==> src/rtl/sbrx_pkg.sv <==
package sbrx_pkg;

  localparam int STS_W = 3;
  localparam int OPC_W = 8;

  typedef enum logic [1:0] {
    KIND_NONE      = 2'b00,
    KIND_POSTED    = 2'b01,
    KIND_NONPOSTED = 2'b10,
    KIND_CPL       = 2'b11
  } msgKind_e;

  localparam logic [STS_W-1:0] STS_SUCCESS = 3'b000;

  // strobes from control to datapath
  typedef struct packed {
    logic capture;   // latch ordinary message fields
    logic bootLoad;  // latch boot-prep source port
    logic cplLoad;   // latch firmware completion status/data
    logic ackLoad;   // latch acknowledge destination
    logic selAck;    // outbound port presents the acknowledge
  } dpStrobes_t;

endpackage

==> src/rtl/sbrx_datapath.sv <==
module sbrx_datapath
  import sbrx_pkg::*;
#(
  parameter int PORT_W    = 8,
  parameter int BE_W      = 4,
  parameter int ADDR_LO_W = 32,
  parameter int ADDR_HI_W = 16,
  parameter int SAI_W     = 16,
  parameter int RS_W      = 4,
  parameter int DATA_W    = 32
) (
  input  logic                 clk,
  input  logic                 rstN,
  input  dpStrobes_t           strb,
  input  logic [1:0]           inKind,
  input  logic [PORT_W-1:0]    inDstPort,
  input  logic [PORT_W-1:0]    inSrcPort,
  input  logic [OPC_W-1:0]     inOpcode,
  input  logic [BE_W-1:0]      inByteEn,
  input  logic                 inAddrLong,
  input  logic [ADDR_LO_W-1:0] inAddrLo,
  input  logic [ADDR_HI_W-1:0] inAddrHi,
  input  logic [SAI_W-1:0]     inSecId,
  input  logic [RS_W-1:0]      inRootSpace,
  input  logic                 inExtHdr,
  input  logic [DATA_W-1:0]    inData,
  input  logic [STS_W-1:0]     cplStatus,
  input  logic [DATA_W-1:0]    cplData,
  output logic [1:0]           capKind,
  output logic [PORT_W-1:0]    capDstPort,
  output logic [PORT_W-1:0]    capSrcPort,
  output logic [OPC_W-1:0]     capOpcode,
  output logic [BE_W-1:0]      capByteEn,
  output logic                 capAddrLong,
  output logic [ADDR_LO_W-1:0] capAddrLo,
  output logic [ADDR_HI_W-1:0] capAddrHi,
  output logic [SAI_W-1:0]     capSecId,
  output logic [RS_W-1:0]      capRootSpace,
  output logic                 capExtHdr,
  output logic [DATA_W-1:0]    capData,
  output logic [STS_W-1:0]     cplOutStatus,
  output logic [DATA_W-1:0]    cplOutData,
  output logic [PORT_W-1:0]    cplOutDst
);

  logic [PORT_W-1:0] bootSrc;
  logic [PORT_W-1:0] ackDst;
  logic [STS_W-1:0]  cplStsQ;
  logic [DATA_W-1:0] cplDataQ;

  // captured message image
  always_ff @(posedge clk or negedge rstN) begin
    if (!rstN) begin
      capKind      <= '0;
      capDstPort   <= '0;
      capSrcPort   <= '0;
      capOpcode    <= '0;
      capByteEn    <= '0;
      capAddrLong  <= 1'b0;
      capAddrLo    <= '0;
      capAddrHi    <= '0;
      capSecId     <= '0;
      capRootSpace <= '0;
      capExtHdr    <= 1'b0;
      capData      <= '0;
    end else if (strb.capture) begin
      capKind      <= inKind;
      capDstPort   <= inDstPort;
      capSrcPort   <= inSrcPort;
      capOpcode    <= inOpcode;
      capByteEn    <= inByteEn;
      capAddrLong  <= inAddrLong;
      capAddrLo    <= inAddrLo;
      capAddrHi    <= inAddrHi;
      capSecId     <= inSecId;
      capRootSpace <= inRootSpace;
      capExtHdr    <= inExtHdr;
      capData      <= inData;
    end
  end

  // firmware completion payload
  always_ff @(posedge clk or negedge rstN) begin
    if (!rstN) begin
      cplStsQ  <= '0;
      cplDataQ <= '0;
    end else if (strb.cplLoad) begin
      cplStsQ  <= cplStatus;
      cplDataQ <= cplData;
    end
  end

  // boot-prep requester and acknowledge destination
  always_ff @(posedge clk or negedge rstN) begin
    if (!rstN) begin
      bootSrc <= '0;
      ackDst  <= '0;
    end else begin
      if (strb.bootLoad) bootSrc <= inSrcPort;
      if (strb.ackLoad)  ackDst  <= bootSrc;
    end
  end

  always_comb begin
    if (strb.selAck) begin
      cplOutStatus = STS_SUCCESS;
      cplOutData   = '0;
      cplOutDst    = ackDst;
    end else begin
      cplOutStatus = cplStsQ;
      cplOutData   = cplDataQ;
      cplOutDst    = capSrcPort;
    end
  end

  // captured image only moves on a capture strobe
  assert_cap_hold_R2: assert property (@(posedge clk) disable iff (!rstN)
    !strb.capture |=> ($stable(capData) && $stable(capKind) && $stable(capSrcPort)));

endmodule

==> src/rtl/sbrx_ctrl.sv <==
module sbrx_ctrl
  import sbrx_pkg::*;
#(
  parameter int BOOT_TIMEOUT = 16
) (
  input  logic       clk,
  input  logic       rstN,
  input  logic       inValid,
  input  logic       inBootPrep,
  input  logic       accessEn,
  input  logic       rxIrqMask,
  input  logic       cplTrigger,
  input  logic       bootClr,
  input  logic       cplReady,
  input  logic [1:0] capKind,
  output logic       inReady,
  output logic       rxStatus,
  output logic       rxIrq,
  output logic       bootStatus,
  output logic       bootIrq,
  output logic       cplValid,
  output logic       cplIsAck,
  output dpStrobes_t strb
);

  localparam int CNT_W = $clog2(BOOT_TIMEOUT + 1);
  localparam logic [CNT_W-1:0] CNT_LAST = CNT_W'(BOOT_TIMEOUT - 1);

  logic             rxSt;
  logic             cplPend;
  logic             ackPend;
  logic             ackLead;
  logic             bootSt;
  logic [CNT_W-1:0] bootCnt;

  logic accept, ordHit, bootHit, trigHit, npLoad, timeout, outFire, selAck;

  assign inReady = !rxSt && !cplPend;
  assign accept  = inValid && inReady;
  assign ordHit  = accept && !inBootPrep && accessEn;
  assign bootHit = accept && inBootPrep;
  assign trigHit = cplTrigger && rxSt;
  assign npLoad  = trigHit && (capKind == KIND_NONPOSTED);
  assign timeout = bootSt && !bootHit && (bootCnt == CNT_LAST);
  assign selAck  = ackPend && (!cplPend || ackLead);
  assign outFire = (cplPend || ackPend) && cplReady;

  always_ff @(posedge clk or negedge rstN) begin
    if (!rstN) begin
      rxSt    <= 1'b0;
      cplPend <= 1'b0;
      ackPend <= 1'b0;
      ackLead <= 1'b0;
    end else begin
      if (ordHit)       rxSt <= 1'b1;
      else if (trigHit) rxSt <= 1'b0;

      if (npLoad)                   cplPend <= 1'b1;
      else if (outFire && !selAck)  cplPend <= 1'b0;

      if (timeout)                  ackPend <= 1'b1;
      else if (outFire && selAck)   ackPend <= 1'b0;

      ackLead <= selAck && !outFire;
    end
  end

  always_ff @(posedge clk or negedge rstN) begin
    if (!rstN) begin
      bootSt  <= 1'b0;
      bootCnt <= '0;
    end else begin
      if (bootHit)                  bootSt <= 1'b1;
      else if (bootClr || timeout)  bootSt <= 1'b0;

      if (bootHit)     bootCnt <= '0;
      else if (bootSt) bootCnt <= bootCnt + 1'b1;
      else             bootCnt <= '0;
    end
  end

  always_comb begin
    strb          = '0;
    strb.capture  = ordHit;
    strb.bootLoad = bootHit;
    strb.cplLoad  = npLoad;
    strb.ackLoad  = timeout && !ackPend;
    strb.selAck   = selAck;
  end

  assign rxStatus   = rxSt;
  assign rxIrq      = rxSt && !rxIrqMask;
  assign bootStatus = bootSt;
  assign bootIrq    = bootSt;
  assign cplValid   = cplPend || ackPend;
  assign cplIsAck   = selAck;

  // nothing is taken while a message is held
  assert_hold_off_R3: assert property (@(posedge clk) disable iff (!rstN)
    rxStatus |-> !inReady);

  // masked interrupt stays low
  assert_irq_mask_R4: assert property (@(posedge clk) disable iff (!rstN)
    rxIrqMask |-> !rxIrq);

  // posted or completion-class originals produce no return traffic
  assert_posted_silent_R7: assert property (@(posedge clk) disable iff (!rstN)
    (cplTrigger && rxStatus && capKind != KIND_NONPOSTED) |=> !cplPend);

  // discarded traffic raises no status
  assert_discard_R8: assert property (@(posedge clk) disable iff (!rstN)
    (inValid && inReady && !inBootPrep && !accessEn && !rxStatus) |=> !rxStatus);

  // boot-prep bypasses the access gate
  assert_boot_gate_R9: assert property (@(posedge clk) disable iff (!rstN)
    (inValid && inReady && inBootPrep) |=> bootIrq);

  // boot status falls only by firmware clear or with an acknowledge queued
  assert_boot_fall_R11: assert property (@(posedge clk) disable iff (!rstN)
    $fell(bootStatus) |-> ($past(bootClr) || ackPend));

endmodule

==> src/rtl/sbrx_endpoint.sv <==
module sbrx_endpoint
  import sbrx_pkg::*;
#(
  parameter int PORT_W       = 8,
  parameter int BE_W         = 4,
  parameter int ADDR_LO_W    = 32,
  parameter int ADDR_HI_W    = 16,
  parameter int SAI_W        = 16,
  parameter int RS_W         = 4,
  parameter int DATA_W       = 32,
  parameter int BOOT_TIMEOUT = 16
) (
  input  logic                 clk,
  input  logic                 rstN,
  input  logic                 inValid,
  output logic                 inReady,
  input  logic                 inBootPrep,
  input  logic [1:0]           inKind,
  input  logic [PORT_W-1:0]    inDstPort,
  input  logic [PORT_W-1:0]    inSrcPort,
  input  logic [7:0]           inOpcode,
  input  logic [BE_W-1:0]      inByteEn,
  input  logic                 inAddrLong,
  input  logic [ADDR_LO_W-1:0] inAddrLo,
  input  logic [ADDR_HI_W-1:0] inAddrHi,
  input  logic [SAI_W-1:0]     inSecId,
  input  logic [RS_W-1:0]      inRootSpace,
  input  logic                 inExtHdr,
  input  logic [DATA_W-1:0]    inData,
  input  logic                 accessEn,
  input  logic                 rxIrqMask,
  input  logic                 cplTrigger,
  input  logic [2:0]           cplStatus,
  input  logic [DATA_W-1:0]    cplData,
  input  logic                 bootClr,
  output logic                 rxStatus,
  output logic                 rxIrq,
  output logic                 bootStatus,
  output logic                 bootIrq,
  output logic [1:0]           capKind,
  output logic [PORT_W-1:0]    capDstPort,
  output logic [PORT_W-1:0]    capSrcPort,
  output logic [7:0]           capOpcode,
  output logic [BE_W-1:0]      capByteEn,
  output logic                 capAddrLong,
  output logic [ADDR_LO_W-1:0] capAddrLo,
  output logic [ADDR_HI_W-1:0] capAddrHi,
  output logic [SAI_W-1:0]     capSecId,
  output logic [RS_W-1:0]      capRootSpace,
  output logic                 capExtHdr,
  output logic [DATA_W-1:0]    capData,
  output logic                 cplValid,
  input  logic                 cplReady,
  output logic                 cplIsAck,
  output logic [2:0]           cplOutStatus,
  output logic [DATA_W-1:0]    cplOutData,
  output logic [PORT_W-1:0]    cplOutDst
);

  dpStrobes_t strb;

  sbrx_ctrl #(.BOOT_TIMEOUT(BOOT_TIMEOUT)) ctrl_i (
    .clk        (clk),
    .rstN       (rstN),
    .inValid    (inValid),
    .inBootPrep (inBootPrep),
    .accessEn   (accessEn),
    .rxIrqMask  (rxIrqMask),
    .cplTrigger (cplTrigger),
    .bootClr    (bootClr),
    .cplReady   (cplReady),
    .capKind    (capKind),
    .inReady    (inReady),
    .rxStatus   (rxStatus),
    .rxIrq      (rxIrq),
    .bootStatus (bootStatus),
    .bootIrq    (bootIrq),
    .cplValid   (cplValid),
    .cplIsAck   (cplIsAck),
    .strb       (strb)
  );

  sbrx_datapath #(
    .PORT_W(PORT_W), .BE_W(BE_W), .ADDR_LO_W(ADDR_LO_W), .ADDR_HI_W(ADDR_HI_W),
    .SAI_W(SAI_W), .RS_W(RS_W), .DATA_W(DATA_W)
  ) dp_i (
    .clk          (clk),
    .rstN         (rstN),
    .strb         (strb),
    .inKind       (inKind),
    .inDstPort    (inDstPort),
    .inSrcPort    (inSrcPort),
    .inOpcode     (inOpcode),
    .inByteEn     (inByteEn),
    .inAddrLong   (inAddrLong),
    .inAddrLo     (inAddrLo),
    .inAddrHi     (inAddrHi),
    .inSecId      (inSecId),
    .inRootSpace  (inRootSpace),
    .inExtHdr     (inExtHdr),
    .inData       (inData),
    .cplStatus    (cplStatus),
    .cplData      (cplData),
    .capKind      (capKind),
    .capDstPort   (capDstPort),
    .capSrcPort   (capSrcPort),
    .capOpcode    (capOpcode),
    .capByteEn    (capByteEn),
    .capAddrLong  (capAddrLong),
    .capAddrLo    (capAddrLo),
    .capAddrHi    (capAddrHi),
    .capSecId     (capSecId),
    .capRootSpace (capRootSpace),
    .capExtHdr    (capExtHdr),
    .capData      (capData),
    .cplOutStatus (cplOutStatus),
    .cplOutData   (cplOutData),
    .cplOutDst    (cplOutDst)
  );

  // an offered completion holds until taken
  assert_cpl_hold_R6: assert property (@(posedge clk) disable iff (!rstN)
    (cplValid && !cplReady) |=> (cplValid && $stable(cplIsAck) &&
                                 $stable(cplOutData) && $stable(cplOutDst) &&
                                 $stable(cplOutStatus)));

  // a trigger with nothing held leaves the port idle
  assert_idle_trigger_R5: assert property (@(posedge clk) disable iff (!rstN)
    (cplTrigger && !rxStatus && !cplValid && !bootStatus) |=> !cplValid);

endmodule

==> config.mk <==
export PLATFORM = sky130hd
export DESIGN_NAME = sbrx_endpoint
export DESIGN_NICKNAME = d
export VERILOG_FILES = /design/src/rtl/sbrx_pkg.sv /design/src/rtl/sbrx_datapath.sv /design/src/rtl/sbrx_ctrl.sv /design/src/rtl/sbrx_endpoint.sv
export SDC_FILE = /design/constraint.sdc
export NUM_CORES = 1
export LEC_CHECK = 0
export BUFFER_PORTS_ARGS = -buffer_cell sky130_fd_sc_hd__buf_2
export CAP_MARGIN = 10
export CORE_ASPECT_RATIO = 0.7
export CORE_MARGIN = 8
export CORE_UTILIZATION = 45
export CTS_CLUSTER_DIAMETER = 60
export DETAILED_ROUTE_END_ITERATION = 8
export GPL_TIMING_DRIVEN = 0
export HOLD_SLACK_MARGIN = 0.06
export PLACE_DENSITY_LB_ADDON = 0.12
export RECOVER_POWER = 25
export SLEW_MARGIN = 20
export SYNTH_ARGS = -nofsm -noshare
export SYNTH_HDL_FRONTEND = slang
export SYNTH_SLANG_ARGS = --single-unit
==> constraint.sdc <==
create_clock -name clk -period 2.6 [get_ports clk]
set_clock_uncertainty 0.1 [all_clocks]
set_input_delay 0.13 -clock clk [delete_from_list [all_inputs] [get_ports clk]]
set_output_delay 0.13 -clock clk [all_outputs]
set_load 0.05 [all_outputs]
# Word-level counts from Yosys, hierarchy flattened
# Cells that the tools add are included.
[word_totals] register_bits=193 latchBits=0 ramBits=0 romBits=0 in_bits=176 memories=0
[classes] n_addsub=1 multipliers=0 n_div=0 order_cmp=0 eq_ne=2 n_shift=0 muxes=13 bitwise_logic=0 n_reduce_logical=31
[op_table] op="two-way mux 32 bit" n=1
[op_table] op="logical AND 1 bit" n=16
[op_table] op="two-way mux 5 bit" n=2
[op_table] op="zero test 1 bit" n=8
[op_table] op="two-way mux 1 bit" n=8
[op_table] op="two-way mux 8 bit" n=1
[op_table] op="nonzero test 2 bit" n=4
[op_table] op="adder 5 x 1 -> 5 bit (second input constant)" n=1
[op_table] op="== test 5 x 4 -> 1 bit (second input constant)" n=1
[op_table] op="logical OR 1 bit" n=3
[op_table] op="two-way mux 3 bit" n=1
[op_table] op="== test 2 bit (second input constant)" n=1

# Logic depth before layout (Yosys ltp)
[depth] word_depth=10 depth_mapped=6 mapped_depth_nobuf=6

# Modules after synthesis
# From an unflattened synthesis, not the netlist that was laid out.
[hier_totals] cells_unflattened=484 hier_area_um2=7972.6
[by_module_without_submodules] module="sbrx_datapath" instances=1 cells_each=435 area_each_um2=7449.6 seq_area_each_um2=4579.4
[by_module_without_submodules] module="sbrx_ctrl" instances=1 cells_each=49 area_each_um2=523.0 seq_area_each_um2=250.2

# Least setup slack after synthesis
# No wires, ideal clock.
[synth_timing] path_type="reg-to-reg" from="register ctrl_i.rxSt (netlist: ctrl_i.rxStatus)" to="register dp_i.capAddrHi[10]" setup_time_ns=0.125 t_arrival_ns=1.978 required_ns=2.375 setup_slack_ns=0.397 stages_incl_launch_ff=6 path_buffers=2 cell_sequence="dfrtp_1 nor2_2 nand4b_2 buf_4 buf_6 mux2_2"
[synth_between] elab_chain_cells=5
[synth_rtl] item="start: declaration" line_no="sbrx_ctrl.sv:29" text="logic rxSt;"
[synth_rtl] item="start signal: assignment" line_no="sbrx_ctrl.sv:50" text="rxSt <= 1'b0;"
[synth_rtl] item="start signal: assignment" line_no="sbrx_ctrl.sv:55" text="if (ordHit) rxSt <= 1'b1;"
[synth_rtl] item="start signal: assignment" line_no="sbrx_ctrl.sv:56" text="else if (trigHit) rxSt <= 1'b0;"
[synth_rtl] item="zero test 1 bit" line_no="sbrx_ctrl.sv:38" text="assign inReady = !rxSt && !cplPend;"
[synth_rtl] item="logical AND 1 bit" line_no="sbrx_ctrl.sv:38"
[synth_rtl] item="named net inReady" line_no="sbrx_endpoint.sv:16" text="output logic inReady,"
[synth_rtl] item="logical AND 1 bit" line_no="sbrx_ctrl.sv:39" text="assign accept = inValid && inReady;"
[synth_rtl] item="logical AND 1 bit (2 in a row)" line_no="sbrx_ctrl.sv:40" text="assign ordHit = accept && !inBootPrep && accessEn;"
[synth_rtl] item="end signal: assignment" line_no="sbrx_datapath.sv:74" text="capAddrHi <= inAddrHi;"
[synth_rtl] item="end: declaration" line_no="sbrx_datapath.sv:36" text="output logic [ADDR_HI_W-1:0] capAddrHi,"
# The timed path passes the listed nets, and every way through them passes these cells.
# A chain may end at the register's enable or synchronous reset.

# Final worst setup path
[layout_timing] from="register ctrl_i.cplPend" to="output port cplOutDst[3]"
[layout_between] elab_chain_cells=4
[layout_rtl] item="start: declaration" line_no="sbrx_ctrl.sv:30" text="logic cplPend;"
[layout_rtl] item="start signal: assignment" line_no="sbrx_ctrl.sv:51" text="cplPend <= 1'b0;"
[layout_rtl] item="start signal: assignment" line_no="sbrx_ctrl.sv:58" text="if (npLoad) cplPend <= 1'b1;"
[layout_rtl] item="start signal: assignment" line_no="sbrx_ctrl.sv:59" text="else if (outFire && !selAck) cplPend <= 1'b0;"
[layout_rtl] item="zero test 1 bit" line_no="sbrx_ctrl.sv:45" text="assign selAck = ackPend && (!cplPend || ackLead);"
[layout_rtl] item="logical OR 1 bit" line_no="sbrx_ctrl.sv:45"
[layout_rtl] item="logical AND 1 bit" line_no="sbrx_ctrl.sv:45"
[layout_rtl] item="two-way mux 8 bit" line_no="sbrx_datapath.sv:105" text="if (strb.selAck) begin"
[layout_rtl] item="end: declaration" line_no="sbrx_endpoint.sv:57" text="output logic [PORT_W-1:0] cplOutDst"
# Every way passes these cells.

==> flow_metrics.py <==
metrics = {
    "setup_path": {
        "worst_case_reg_to_reg_path_depth": 6,
        "timing.rr.start": "ctrl_i.bootCnt[0]",
        "critical_path.endpoint_type": "output port",
        "crit_path_start_kind": "flop",
        "crit_type": "flop to output port",
        "timing.reg2reg.setup_slack_ns": 0.56,
        "rr_endpoint": "dp_i.ackDst[4]",
        "required_worst_endpoint_ns": 2.37,
        "arrival_ns": 2.20,
        "worst-path-max-fanout": 10,
    },
    "sta": {
        "post-route-min-period_ns": 2.433,
        "setup-violations-final": 0,
        "max_freq_ghz": 0.4111,
        "rsz_0062_raised_after_global_routing": "false",
        "maxSlewViolCount": 0,
        "final.period_utilization_pct": 93.57,
        "hold_viol_final": 0,
        "tightest_slew_ns": 1.234,
        "max_slew_margin_pct": 17.70,
        "timing.hold.ws_ns": 0.3079,
        "final.setup.tns_ns": 0,
    },
    "power": {
        "power_density_nw_per_um2": 1036,
        "p_leak_uw": 0.005819,
        "ir_worst_vdd_v": 0.0006758,
        "power_switching_uw": 5520,
        "switching_share_pct": 44.56,
        "power_report.internal_total_uw": 6868,
        "comb_power_share_pct": 44.0,
        "share_clk_of_total_power_pct": 21.9,
        "power.share.sequential_pct": 34.1,
    },
    "route": {
        "final_routed_drc_violation_total": 0,
        "detailroute.via_count": 6021,
        "detail_route.wirelength_mm": 24.81,
        "drt_first_iter_violations": 391,
        "detail_route.wl_per_cell_um": 19.60,
        "detail_route.first_pass.iterations": 6,
        "viasPerCell": 4.756,
        "final_antenna_net_count": 0,
    },
    "clock_tree": {
        "ctsHtreeMaxLevel": 4,
        "clock_latency_ns": 0.42,
        "clockBufferDepth": 2,
        "post_cts.repair.setup_buffers": 0,
        "clock-root-buffer": "clkbuf_16",
        "clock-sinks": 193,
        "cts_inserted_buffers": 17,
        "tritoncts": "built",
        "clk_pin_slew_worst_paths_ns": 0.07,
    },
    "global_routing": {
        "grt_pass1_wl_mm": 38.30,
        "grt_max_degree": 105,
        "grt.overflow.total": 0,
        "vias_in_the_first_global_route": 6847,
        "globalRouteTotalUtil_pct": 23.11,
        "antenna_found_initial": 3,
    },
    "synth": {
        "synth.cells.most_frequent": "dfrtp_1 (193), mux2_2 (191), and2_1 (35)",
        "ys_top_cells_by_area": "dfrtp_1 (64%), mux2_2 (28%), and2_1 (2.9%)",
        "per_instance_average_area_after_synthesis_um2": 15.89,
        "dominant_cell_by_count_in_the_synthesized_netlist": "dfrtp_1",
        "synth_flop_cell": "dfrtp_1",
        "synth_top_cell_by_area": "dfrtp_1",
        "mappedNetlistArea_um2": 7595,
        "synth-edff-count": 0,
        "ys_async_sr_fraction_pct": 100.0,
        "synth.yosys.seq_area_share_pct": 63.59,
        "postSynthRegisterBits": 193,
        "post-synth-top-area-fraction_pct": 63.59,
        "post_synth_num_cell_types": 25,
        "synthesis.instances": 478,
        "yosysWarningCount": 0,
        "syn_nets": 656,
    },
    "placement": {
        "area_after_dpl_um2": 9701,
        "hpwlAfterDp_mm": 17.27,
        "placement.io_buffers": 357,
        "gp_routability_congestion": 0.8246,
        "dp_cells": 1061,
    },
    "finish": {
        "final_core_util_pct": 72.93,
        "drive_above_1_share_pct": 53.37,
        "final-instance-count-excl-fill": 1266,
        "nNetsFinal": 1204,
        "finalInstanceArea_um2": 11960,
        "fillers": 1131,
        "area_growth_syn_to_layout_pct": 57.45,
    },
    "die": {
        "die_w_um": 171.3,
        "placementRows": 39,
        "die_area_um2": 21360,
        "start_util_pct": 46.32,
        "boundaryPins": 358,
        "die_y_um": 124.7,
        "area_of_the_core_um2": 16400,
    },
    "run": {
        "timing.max_cap.violations": 0,
    },
    "hold_path": {
        "timing.hold.worst.start": "inBootPrep",
        "hold_end": "dp_i.ackDst[2]",
        "timing.hold.worst_path_depth": 4,
        "worst_hold_path_type": "input pin to flop",
    },
    "status": {
        "outcome": "finished, final reports clean",
    },
}
[power by group through the flow]
| stage | clock [uW] | combinational [uW] | sequential (uW) |
|---|---|---|---|
| 6_report | 2720 | 5450 | 4220 |
| 5_1_grt | 2900 | 5670 | 4320 |
| 4_1_cts | 2790 | 5520 | 4180 |
| 3_5_place_dp | 0 | 5300 | 4230 |
| 3_3_place_gp | 0 | 5250 | 4180 |
| 2_1_floorplan | 0 | 2010 | 6090 |
[worst max path at each step]
| stage | from | slack, ns | depth (start not counted) | end |
|---|---|---|---|---|
| 2_1_floorplan | ctrl_i.rxStatus | 0.40 | 5 | dp_i.capAddrHi[10] |
| 3_3_place_gp | rstN | -1.65 | 1 | dp_i.capAddrLo[21] |
| 3_5_place_dp | ctrl_i.bootCnt[0] | 0.55 | 6 | dp_i.ackDst[0] |
| 4_1_cts | ctrl_i.cplPend | 0.08 | 5 | cplOutData[29] |
| 5_1_grt | ctrl_i.cplPend | 0.03 | 5 | cplOutData[13] |
| 6_report | ctrl_i.cplPend | 0.17 | 5 | cplOutDst[3] |
[cell families (layout without fill, tap and decap cells)]
kind of cell / count (synthesis) / in the layout / synth area share [%]
buffers and inverters: 29 / 589 / 2.405
DFF: 193 / 193 / 63.59
adders and majority gates: 2 / 2 / 0.3294
xor gates and xnor gates: 2 / 2 / 0.2307
muxes: 191 / 191 / 28.32
other: 0 / 3 / 0
and+or+nand+nor: 56 / 56 / 4.679
AOI/OAI and AO/OA: 5 / 5 / 0.4449
[through the flow]
stage          worst slack, ns  power [uW]
2_1_floorplan           0.3969        8099
3_3_place_gp            -1.646        9427
3_5_place_dp            0.5479        9536
4_1_cts                0.08140       12490
5_1_grt                0.02523       12890
6_report                0.1673       12390
[repair_timing]
item / in CTS / in global routing
setup endpoints to repair: 0 / 2
hold endpoints to repair: 269 / 0
gates resized for setup: 0 / 2
hold buffers: 171 / 0
[worst max-delay path: stages, from the launching register on]
cell      delay, ns
dfrtp_1        0.42
nand2b_1       0.12
nand2_1        0.36
buf_2          0.30
mux2_2         0.36
buf_2          0.22
[state kept, by name, indices dropped and copies added, names as in the netlist, 2 cells and up]
register / count
dp_i.capAddrLo: 32
dp_i.ackDst: 8
dp_i.capRootSpace: 4
dp_i.capSrcPort: 8
dp_i.capOpcode: 8
dp_i.cplDataQ: 32
dp_i.capSecId: 16
dp_i.capAddrHi: 16
dp_i.capKind: 2
dp_i.capDstPort: 8
dp_i.bootSrc: 8
dp_i.capByteEn: 4
dp_i.capData: 32
dp_i.cplStsQ: 3
ctrl_i.bootCnt: 5
[cell usage in the layout (no fill, tap or decap), drive strengths merged]
cell and instances:
a21boi 1, a21o 1, and2 35, and3 1, and4bb 1, buf 324
bufinv 3, clkbuf 75, clkinv 2, clkinvlp 2, dfrtp 193, diode 3
dlygate4sd3 171, ha 2, inv 12, mux2 191, nand2 3, nand2b 2
nand3 1, nand4b 2, nor2 9, nor3 1, o21ai 2, o2bb2ai 1
or2 1, xnor2 1, xor2 1
[metal layers]
metal	up-vias	routed length [um]	global-route usage (%)
li1	2762	-	-
met5	-	0	0
met2	237	12870	41.09
met3	42	2234	8.550
met1	2980	9087	24.90
met4	0	617	7.649
[final cells by class]
cell class                      count  area [um2]  share of cell area, %
Inverter                            6       22.52                 0.1883
Multi-Input combinational cell    256        2582                  21.60
Clock inverter                     13       171.4                  1.434
Clock buffer                       18       439.2                  3.673
Sequential cell                   193        4830                  40.39
Timing Repair Buffer              529        3462                  28.95
Buffer                             23       161.4                  1.350
Tap cell                          225       281.5                  2.354
Antenna cell                        3       7.507                0.06278
(Power assumes the default switching activity.)
